==> src/rtl/usb_rdy_pkg.sv <==
package usb_rdy_pkg;
  typedef struct packed {
    logic [1:0] full;
    logic       wp;
    logic       sp;
  } occ_t;
endpackage

==> src/rtl/usb_rdy_rst_sync.sv <==
module usb_rdy_rst_sync #(
  parameter int STAGES = 2
) (
  input  logic clk,
  input  logic rst_n,
  output logic rst_sync_n
);
  logic [STAGES-1:0] sh_q;

  always_ff @(posedge clk or negedge rst_n) begin
    if (!rst_n) sh_q <= '0;
    else        sh_q <= {sh_q[STAGES-2:0], 1'b1};
  end

  assign rst_sync_n = sh_q[STAGES-1];
endmodule

==> src/rtl/usb_rdy_pipe_trk.sv <==
module usb_rdy_pipe_trk
  import usb_rdy_pkg::*;
#(
  parameter int SZW = 11,
  parameter int WBW = 3
) (
  input  logic           clk,
  input  logic           rst_n,
  input  logic           dir_tx,
  input  logic           cont,
  input  logic           dbl,
  input  logic           eot_en,
  input  logic [SZW-1:0] mps,
  input  logic [SZW-1:0] bufsz,
  input  logic [WBW-1:0] cpu_bytes,
  input  logic [WBW-1:0] dma_bytes,
  input  logic           bval,
  input  logic           dma_done,
  input  logic           tx_done,
  input  logic           zlp_rx,
  input  logic           aclr,
  input  logic           sclr,
  output logic           rdy_set
);
  localparam int SUMW = SZW + 1;

  occ_t           occ_q, occ_n;
  logic [SZW-1:0] cnt_q, cnt_n;
  logic           dir_q;
  logic [SUMW-1:0] sum, lim;
  logic           clr, commit, set_raw;

  always_comb begin
    occ_n   = occ_q;
    cnt_n   = cnt_q;
    set_raw = 1'b0;
    clr     = aclr | sclr;
    lim     = {1'b0, (cont ? bufsz : mps)};
    sum     = {1'b0, cnt_q} + SUMW'(cpu_bytes) + SUMW'(dma_bytes);
    commit  = 1'b0;
    if (clr) begin
      if (dbl ? (&occ_q.full) : occ_q.full[0]) set_raw = 1'b1;
      occ_n = '0;
      cnt_n = '0;
    end else if (dir_tx) begin
      if (tx_done && occ_q.full[occ_q.sp]) begin
        occ_n.full[occ_q.sp] = 1'b0;
        occ_n.sp = dbl ? ~occ_q.sp : 1'b0;
        if (!dbl || (&occ_q.full)) set_raw = 1'b1;
      end
      if (!occ_n.full[occ_q.wp]) begin
        commit = (sum >= lim) || bval || dma_done;
        if (commit) begin
          if (dbl && (occ_n.full == 2'b00)) set_raw = 1'b1;
          occ_n.full[occ_q.wp] = 1'b1;
          occ_n.wp = dbl ? ~occ_q.wp : 1'b0;
          cnt_n = '0;
        end else begin
          cnt_n = sum[SZW-1:0];
        end
      end
    end else if (zlp_rx) begin
      set_raw = 1'b1;
    end
    if (dir_tx && !dir_q) set_raw = 1'b1;
    rdy_set = set_raw && !(dir_tx && eot_en);
  end

  always_ff @(posedge clk or negedge rst_n) begin
    if (!rst_n) begin
      occ_q <= '0;
      cnt_q <= '0;
      dir_q <= 1'b0;
    end else begin
      occ_q <= occ_n;
      cnt_q <= cnt_n;
      dir_q <= dir_tx;
    end
  end

  // a clear leaves both buffers empty and the count at zero
  p_clear_empties_r7: assert property (@(posedge clk) disable iff (!rst_n)
    (aclr || sclr) |=> (occ_q.full == 2'b00 && cnt_q == '0));

  // a drain with both buffers waiting and no refill leaves one free
  p_drain_frees_r6: assert property (@(posedge clk) disable iff (!rst_n)
    (dbl && dir_tx && !aclr && !sclr && tx_done && (&occ_q.full) && !bval &&
     !dma_done && cpu_bytes == '0 && dma_bytes == '0) |=> !(&occ_q.full));

  // the buffer state starts out empty
  p_reset_empty_r1: assert property (@(posedge clk)
    !rst_n |=> (occ_q.full == 2'b00 && cnt_q == '0));
endmodule

==> src/rtl/usb_rdy_sts_reg.sv <==
module usb_rdy_sts_reg #(
  parameter int NUM_PIPES = 2
) (
  input  logic                 clk,
  input  logic                 rst_n,
  input  logic [NUM_PIPES-1:0] set,
  input  logic                 wr,
  input  logic [NUM_PIPES-1:0] wdata,
  input  logic [NUM_PIPES-1:0] ien,
  output logic [NUM_PIPES-1:0] sts,
  output logic                 irq
);
  logic [NUM_PIPES-1:0] sts_q, sts_n, clr_mask;

  always_comb begin
    clr_mask = wr ? wdata : '0;
    sts_n    = (sts_q & ~clr_mask) | set;
  end

  always_ff @(posedge clk or negedge rst_n) begin
    if (!rst_n) sts_q <= '0;
    else        sts_q <= sts_n;
  end

  assign sts = sts_q;
  assign irq = |(sts_q & ien);

  for (genvar i = 0; i < NUM_PIPES; i++) begin : g_chk
    // sticky until a one is written to the bit
    p_sticky_r10: assert property (@(posedge clk) disable iff (!rst_n)
      (sts_q[i] && !(wr && wdata[i])) |=> sts_q[i]);
    // write-one clears when no ready event collides
    p_w1c_r10: assert property (@(posedge clk) disable iff (!rst_n)
      (wr && wdata[i] && !set[i]) |=> !sts_q[i]);
  end
endmodule

==> src/rtl/usb_pipe_rdy_gen.sv <==
module usb_pipe_rdy_gen #(
  parameter int NUM_PIPES = 2,
  parameter int SZW       = 11,
  parameter int WBW       = 3
) (
  input  logic                          clk,
  input  logic                          rst_n,
  input  logic [NUM_PIPES-1:0]          cfg_dir_tx,
  input  logic [NUM_PIPES-1:0]          cfg_cont,
  input  logic [NUM_PIPES-1:0]          cfg_dbl,
  input  logic [NUM_PIPES-1:0]          cfg_eot_en,
  input  logic [NUM_PIPES-1:0][SZW-1:0] cfg_mps,
  input  logic [NUM_PIPES-1:0][SZW-1:0] cfg_bufsz,
  input  logic [NUM_PIPES-1:0][WBW-1:0] cpu_wr_bytes,
  input  logic [NUM_PIPES-1:0][WBW-1:0] dma_wr_bytes,
  input  logic [NUM_PIPES-1:0]          bval_cmd,
  input  logic [NUM_PIPES-1:0]          dma_done,
  input  logic [NUM_PIPES-1:0]          tx_done,
  input  logic [NUM_PIPES-1:0]          zlp_rx,
  input  logic [NUM_PIPES-1:0]          aclr_cmd,
  input  logic [NUM_PIPES-1:0]          sclr_cmd,
  input  logic                          sts_wr,
  input  logic [NUM_PIPES-1:0]          sts_wdata,
  input  logic [NUM_PIPES-1:0]          irq_en,
  output logic [NUM_PIPES-1:0]          rdy_sts,
  output logic                          irq
);
  logic                 rst_s_n;
  logic [NUM_PIPES-1:0] rdy_set;

  usb_rdy_rst_sync #(.STAGES(2)) u_rst (
    .clk(clk), .rst_n(rst_n), .rst_sync_n(rst_s_n)
  );

  for (genvar p = 0; p < NUM_PIPES; p++) begin : g_pipe
    usb_rdy_pipe_trk #(.SZW(SZW), .WBW(WBW)) u_trk (
      .clk(clk), .rst_n(rst_s_n),
      .dir_tx(cfg_dir_tx[p]), .cont(cfg_cont[p]), .dbl(cfg_dbl[p]),
      .eot_en(cfg_eot_en[p]), .mps(cfg_mps[p]), .bufsz(cfg_bufsz[p]),
      .cpu_bytes(cpu_wr_bytes[p]), .dma_bytes(dma_wr_bytes[p]),
      .bval(bval_cmd[p]), .dma_done(dma_done[p]), .tx_done(tx_done[p]),
      .zlp_rx(zlp_rx[p]), .aclr(aclr_cmd[p]), .sclr(sclr_cmd[p]),
      .rdy_set(rdy_set[p])
    );

    // a transmit pipe in end-of-transfer mode never gains a status bit
    p_eot_quiet_r3: assert property (@(posedge clk) disable iff (!rst_s_n)
      (cfg_dir_tx[p] && cfg_eot_en[p] && !rdy_sts[p]) |=> !rdy_sts[p]);
  end

  usb_rdy_sts_reg #(.NUM_PIPES(NUM_PIPES)) u_sts (
    .clk(clk), .rst_n(rst_s_n), .set(rdy_set), .wr(sts_wr),
    .wdata(sts_wdata), .ien(irq_en), .sts(rdy_sts), .irq(irq)
  );

  // no request without an enabled status bit
  p_irq_source_r11: assert property (@(posedge clk) disable iff (!rst_s_n)
    irq |-> ((rdy_sts & irq_en) != '0));
endmodule

==> config.mk <==
export PLATFORM = sky130hd
export DESIGN_NAME = usb_pipe_rdy_gen
export DESIGN_NICKNAME = d
export VERILOG_FILES = /design/src/rtl/usb_rdy_pkg.sv /design/src/rtl/usb_rdy_rst_sync.sv /design/src/rtl/usb_rdy_pipe_trk.sv /design/src/rtl/usb_rdy_sts_reg.sv /design/src/rtl/usb_pipe_rdy_gen.sv
export SDC_FILE = /design/constraint.sdc
export NUM_CORES = 1
export LEC_CHECK = 0
export ABC_CLOCK_PERIOD_IN_PS = 1420
export BUFFER_PORTS_ARGS = -buffer_cell sky130_fd_sc_hd__buf_2
export CAP_MARGIN = 20
export CORE_ASPECT_RATIO = 1.1
export CORE_MARGIN = 2
export CORE_UTILIZATION = 35
export CTS_CLUSTER_SIZE = 40
export DETAILED_ROUTE_END_ITERATION = 10
export HOLD_SLACK_MARGIN = 0.1
export PLACE_DENSITY = 0.64
export SLEW_MARGIN = 5
export SYNTH_ARGS = -nofsm -noshare
export SYNTH_HDL_FRONTEND = slang
export SYNTH_SLANG_ARGS = --single-unit
==> constraint.sdc <==
create_clock -name clk -period 1.42 [get_ports clk]
set_input_delay 0.284 -clock clk [delete_from_list [all_inputs] [get_ports clk]]
set_output_delay 0.284 -clock clk [all_outputs]
set_load 0.01 [all_outputs]
==> results of run 1 <==
==> cells by family after synthesis <==
family	after synthesis
and+or+nand+nor	103
buffers and inverters	28
DFF	36
AOI/OAI and AO/OA	90
muxes	25
adders and majority gates	36
xor gates and xnor gates	17
other	1
==> sequential cells by signal (all words and copies together), names as in the netlist <==
name,flops
g_pipe.u_trk.occ_q,8
u_rst.sh_q,2
u_sts.sts,2
g_pipe.u_trk.dir_q,2
g_pipe.u_trk.cnt_q,22
==> power groups by stage <==
stage                     registers [mW]  logic, mW  clock network [mW]
after CTS                           1.07      0.837               0.777
after detailed placement            1.09      0.790                   0
after global placement              1.09      0.763                   0
final                               1.07      0.870               0.744
after global routing                1.07      0.979               0.838
after floorplan                     1.10      0.400                   0
==> cell usage after synthesis (4+ instances only) <==
cell	count	area [um2]
nor2_1	28	105.1
clkbuf_1	8	30.03
xor2_1	7	61.31
a22o_1	10	87.58
nand2_1	35	131.4
or3_1	4	25.02
mux2i_1	23	230.2
nand4_1	4	25.02
nand2b_1	4	25.02
inv_1	15	56.30
dfrtp_1	36	900.9
ha_1	28	350.3
a21o_1	12	90.09
xnor2_1	10	87.58
a32oi_1	4	35.03
fa_1	8	160.2
nand3_1	9	45.04
o21ai_0	13	65.06
a21oi_1	21	105.1
==> final timing paths <==
check / from / to / slack, ps / cells past startpoint
worst max-delay path: g_pipe[0].u_trk.cnt_q[1] / g_pipe[0].u_trk.occ_q[1] / -2270 / 16
worst min-delay path: u_rst.sh_q[1] / g_pipe[0].u_trk.cnt_q[10] / 270 / 1
worst max register to register: g_pipe[0].u_trk.cnt_q[1] / g_pipe[0].u_trk.occ_q[1] / -2270 / 16
worst min register to register: u_rst.sh_q[1] / g_pipe[0].u_trk.cnt_q[10] / 270 / 1
max in group asynchronous: u_rst.sh_q[1] / g_pipe[0].u_trk.cnt_q[1] / 820 / 1
min in group clk: cfg_dir_tx[1] / g_pipe[1].u_trk.dir_q / 280 / 1
==> layer usage <==
metal	up-vias	track usage, %	part of all wire (%)
met5	-	0	0
met4	0	3.679	0.60
met3	4	2.339	5.4
met2	97	31.32	50
met1	1446	21.37	44
li1	1547	-	-
==> layout make-up <==
class                      instances  share of cell area [%]
clock inverter                     2                  0.2185
timing repair buffer             169                   23.82
inverter                          15                   1.229
sequential                        36                   19.67
multi-input combinational        273                   50.15
tap                              114                   3.114
clock buffer                       6                   1.803
==> through the flow <==
stage | worst slack, ps | instance area (um2) | std cells
final | -2275 | 4581 | 615
after global placement | -2225 | 4234 | 597
after CTS | -2257 | 4449 | 613
after floorplan | -2033 | 3141 | 336
after global routing | -2382 | 4581 | 615
after detailed placement | -2387 | 4234 | 597
==> timing repair <==
action,4_1_cts,5_1_grt
buffers inserted,6,2
endpoints found under the hold margin,2,0
gates resized for setup,13,22
pin swaps,18,13
setup endpoints to repair,30,30
hold buffers,1,0
cloned,1,0
==> impl_metrics.tcl, run 1 <==
set metrics [dict create \
    status "complete, but fails checks" \
    violations "negative setup slack" \
    drt_iter0_markers 83 \
    slowest_delay_ps 480 \
    area_growth_pct 46.91 \
    cts_tree "done" \
    power.share.switching_pct 30.24 \
    regArea_um2 900.9 \
    crit_buf_inv 2 \
    start_kind "flip-flop" \
    die-area_um2 9680 \
    crit_type "reg2reg" \
    synth_seq_area_share_pct 28.89 \
    fin_hold_ws_ps 271.6 \
    ir_drop_mv 0.3726 \
    drv_cap 0 \
    synth-compound-area-share_pct 21.39 \
    totalWireLength_um 8029 \
    synthFlopType "dfrtp_1" \
    h-tree-depth 2 \
    post-route-period-util_pct 260.2 \
    final_nets 619 \
    post_drt_via_cell_ratio 5.031 \
    worstSetupEndpointType "flip-flop" \
    synth_xor_area_share_pct 4.775 \
    final_util_pct 52.42 \
    overflow 0 \
    muxShareOfSynthArea_pct 8.106 \
    crit_required_ps 1600 \
    start_util_pct 35.68 \
    grt_pass1_wl_um 13300 \
    finalClockSkew_ps 4.723 \
    grt_max_degree 35 \
    period_needed_ps 3695 \
    setup_viol 30 \
    cp_top_family "compound AO/OA/AOI/OAI gates" \
    rsz0062_at_grt "true" \
    multi_input_area_um2 2297 \
    drc_errors 0 \
    layout-drive-gt1-share_pct 45.11 \
    io_pins 86 \
    worstPathArrival_ps 3870 \
    wire_per_inst_um 13.06 \
    yosysWarningCount 0 \
    vias 3094 \
    cts_made_buffers 5 \
    rows 36 \
    p_seq_share_pct 39.8 \
    setup_tns_ps -65000 \
    pwr-share-clk_pct 27.7 \
    antenna_cells 0 \
    cts-root-buf "clkbuf_8" \
    grt_pass1_vias 3026 \
    final_cell_mix "buf_2, buf_4, dfrtp_1" \
    setup_slack_ps -2275 \
    syn_inst 336 \
    synth_seq_cells 36 \
    ant_nets 0 \
    path_cells "inv_2 > fa_1 > inv_1 > ha_2 > fa_2 > a21o_1 > nand2b_4 > nor2_2 > xor2_2 > ha_1 > a21o_1 > a2111oi_2 > o221a_2 > o21ai_4 > a211o_1 > o41ai_2" \
    fill_cells 838 \
    slew_headroom_pct 29.05 \
    synth_fp_nets 455 \
    power_leakage_nw 2.288 \
    slew_violations 0 \
    avgSynthCellArea_um2 9.280 \
    power.density_nw_per_um2 585.6 \
    core_region_area_um2 8738 \
    synth_area_um2 3118 \
    worst_path_most_repeated_cell "a21o_1" \
    clkSlewWorstSetupHoldPaths_ps 70 \
    die_y_um 103.0 \
    dpl.hpwl_um 6357 \
    clk_latency_ps 280 \
    grt_usage_pct 17.06 \
    fmax_mhz 270.6 \
    routabilityCongestion 0.8182 \
    total_power_mw 2.683 \
    synth-edff-count 0 \
    slowest_stage "fa_1" \
    cts_max_path_buffers 2 \
    antenna_found_initial 0 \
    drt-pass1-iter-count 4 \
    layout_commonest_cell "buf_2" \
    pwr-share-comb_pct 32.4 \
    worstMarginPinSlew_ps 1058 \
    synth_top_family_by_area "compound AO/OA/AOI/OAI gates" \
    synthArstFlopShare_pct 100.0 \
    crit_fanout 5 \
    portBuffers 85 \
    p_switching_uw 811.3 \
    synthAdderAreaFrac_pct 16.37 \
    yosys.area_share.simple_pct 16.53 \
    hold_viol 0 \
    die_width_um 93.99 \
    holdCritPathClass "reg2async" \
    power.internal_mw 1.871 \
    ys_types 56 \
    numClockSinks 36 \
]
Note: power is estimated with default switching activity, not from simulation.
==> run 2, diff against run 1 <==
--- a/config.mk
+++ b/config.mk
@@ -14,8 +14,9 @@
 export CTS_CLUSTER_SIZE = 40
 export DETAILED_ROUTE_END_ITERATION = 10
 export HOLD_SLACK_MARGIN = 0.1
-export PLACE_DENSITY = 0.64
+export PLACE_DENSITY = 0.63
 export SLEW_MARGIN = 5
 export SYNTH_ARGS = -nofsm -noshare
 export SYNTH_HDL_FRONTEND = slang
+export SYNTH_HIERARCHICAL = 1
 export SYNTH_SLANG_ARGS = --single-unit
==> run 2 against run 1 <==
  * The flow still finishes with violations (negative setup slack)
  * Power rose by 3.6%
  * Synthesized area is 11% higher
  * Sequential share of layout area fell by 1.5 points
  * Final cell count increased by 10%
  * Largest power group unchanged
  * Highest routed layer unchanged
  * Combinational power grew 12%
  * Critical path depth is 1 higher
  * Clock power fell by 0.7%
  * First-iteration DRC count rose by 27%
==> impl_metrics.tcl, run 2 <==
set metrics [dict create \
    die-area_um2 10720 \
    crit_required_ps 1640 \
    fill_cells 922 \
    fmax_mhz 282.6 \
    layout_commonest_cell "buf_4" \
    die_y_um 108.4 \
    yosys.cell_count.top_type "nand2_1" \
    synth_area_um2 3467 \
    routabilityCongestion 0.8555 \
    vias 3517 \
    largest_reg_flops 22 \
    setup_slack_ps -2119 \
    clkSlewWorstSetupHoldPaths_ps 80 \
    totalWireLength_um 8844 \
    cts-root-buf "clkbuf_8" \
    grt_usage_pct 16.60 \
    synthArstFlopShare_pct 100.0 \
    multi_input_area_um2 2557 \
    area_growth_pct 43.27 \
    start_util_pct 35.57 \
    numClockSinks 36 \
    largest_register "g_pipe.u_trk/cnt_q" \
    antenna_cells 0 \
    total_power_mw 2.779 \
    dp.cells 655 \
    hold_viol 0 \
    pre_cts_slack_ps -2136 \
    synthFlopType "dfrtp_1" \
    power_leakage_nw 2.377 \
    synth_fp_nets 515 \
    drv_cap 0 \
    final_nets 677 \
    synth-edff-count 0 \
    worstSetupEndpointType "flip-flop" \
    slew_headroom_pct 65.77 \
    h-tree-depth 2 \
    placed_area_um2 4594 \
    post_drt_via_cell_ratio 5.180 \
    antenna_found_initial 0 \
    synth_seq_cells 36 \
    ys_top_cells_by_area "dfrtp_1, ha_1, mux2i_1" \
    reg_top3 "g_pipe.u_trk/cnt_q (22), g_pipe.u_trk/occ_q (8)" \
    io_pins 86 \
    period_needed_ps 3539 \
    holdCritPathClass "in2reg" \
    synth_commonest_cells "nand2_1, dfrtp_1, a21oi_1" \
    avgSynthCellArea_um2 8.755 \
    fin_hold_ws_ps 172.0 \
    start_kind "flip-flop" \
    postLayoutCellArea_um2 4967 \
    yosysTopAreaCell "dfrtp_1" \
    crit_type "reg2reg" \
    overflow 0 \
    core_region_area_um2 9747 \
    grt_pass1_vias 3473 \
    slew_violations 0 \
    finalClockSkew_ps 7.202 \
    drc_errors 0 \
    yosysWarningCount 6 \
    worstPathArrival_ps 3760 \
    cts_made_buffers 5 \
    dpl.hpwl_um 6733 \
    grt_max_degree 35 \
    drt_iter0_markers 105 \
    post-route-period-util_pct 249.2 \
    finalNonFillerCells 679 \
    crit_fanout 5 \
    ir_drop_mv 0.3372 \
    ant_nets 0 \
    cts_max_path_buffers 2 \
    cts_tree "done" \
    violations "negative setup slack" \
    syn_inst 396 \
    clk_latency_ps 290 \
    drt-pass1-iter-count 4 \
    rows 38 \
    setup_viol 30 \
    layout-drive-gt1-share_pct 43.47 \
    ys_types 51 \
    rsz0062_at_grt "true" \
    final_cell_mix "buf_4, buf_2, nand2_1" \
    wire_per_inst_um 13.03 \
    grt_pass1_wl_um 14920 \
    worstMarginPinSlew_ps 513.5 \
    synth_top_area_share_pct 25.98 \
    portBuffers 85 \
    power.density_nw_per_um2 559.5 \
    status "complete, but fails checks" \
    die_width_um 98.90 \
    synth_seq_area_share_pct 25.98 \
    regArea_um2 900.9 \
]
-- run 2: final cells by class --
class,count,area share [%]
Inverter,14,1.058
Clock inverter,3,0.3778
Clock buffer,5,1.385
Tap cell,120,3.023
Multi-Input combinational cell,320,51.49
Timing Repair Buffer,181,24.53
Sequential cell,36,18.14
-- run 2: what timing repair did --
item / in CTS / in global routing
endpoints found under the setup margin: 30 / 30
hold buffers: 1 / 0
gates cloned: 2 / 0
buffers inserted: 7 / 6
resized for setup: 12 / 18
pin swaps: 13 / 17
hold endpoints to repair: 2 / 0
-- run 2: worst paths after layout --
kind | startpoint | endpoint | slack (ps) | depth (start not counted)
worst max-delay path | g_pipe[0].u_trk/cnt_q[1] | g_pipe[0].u_trk/occ_q[2] | -2120 | 17
worst min-delay path | cfg_dir_tx[1] | g_pipe[1].u_trk/dir_q | 170 | 1
worst max register to register | g_pipe[0].u_trk/cnt_q[1] | g_pipe[0].u_trk/occ_q[2] | -2120 | 17
worst min register to register | u_rst/sh_q[1] | g_pipe[1].u_trk/cnt_q[0] | 290 | 1
max in group asynchronous | u_rst/sh_q[1] | g_pipe[0].u_trk/cnt_q[4] | 790 | 1
min in group asynchronous | u_rst/sh_q[1] | g_pipe[1].u_trk/cnt_q[0] | 290 | 1
-- run 2: power breakdown --
group          internal (mW)  leakage [nW]  switching, mW
Clock                  0.342        0.0479          0.397
Sequential              1.05         0.486         0.0165
Combinational          0.501          1.84          0.474
Total                   1.89          2.38          0.887
-- run 2: kinds of logic (layout without fill, tap and decap cells) --
group,Yosys count,in the layout,share of synthesized area [%]
compound gates,93,95,19.63
xor+xnor,18,18,4.547
fa+ha+maj,36,36,14.72
buf+inv,42,203,7.181
flops,36,36,25.98
mux,24,24,7.001
other cells,1,1,0.1082
simple gates,146,146,20.82
-- run 2: layer usage --
layer | track usage [%] | part of all wire [%] | vias to the layer above | routed length, um
li1 | - | - | 1783 | -
met3 | 1.810 | 3.8 | 5 | 336
met4 | 3.620 | 0.77 | 0 | 68
met2 | 32.09 | 53 | 78 | 4645
met5 | 0 | 0 | - | 0
met1 | 19.60 | 43 | 1651 | 3794
-- run 2: stage by stage --
step | setup TNS (ps) | util, %
floorplan | -54060 | -
global placement | -59880 | 47.14
detailed placement | -61860 | 47.14
CTS | -60100 | 49.61
global route | -64530 | 50.96
finish | -59650 | 50.96
-- run 2: worst max-delay path, cell delays in order (launching register included) --
cell,delay (ps)
dfrtp_1,360
inv_1,50
fa_1,480
inv_1,50
ha_2,200
fa_2,360
a21o_1,220
buf_4,150
nand2_2,80
xnor2_2,70
ha_1,300
a21oi_1,70
o21a_1,200
o221a_4,280
buf_4,140
buf_6,100
a211o_1,260
a21oi_2,120
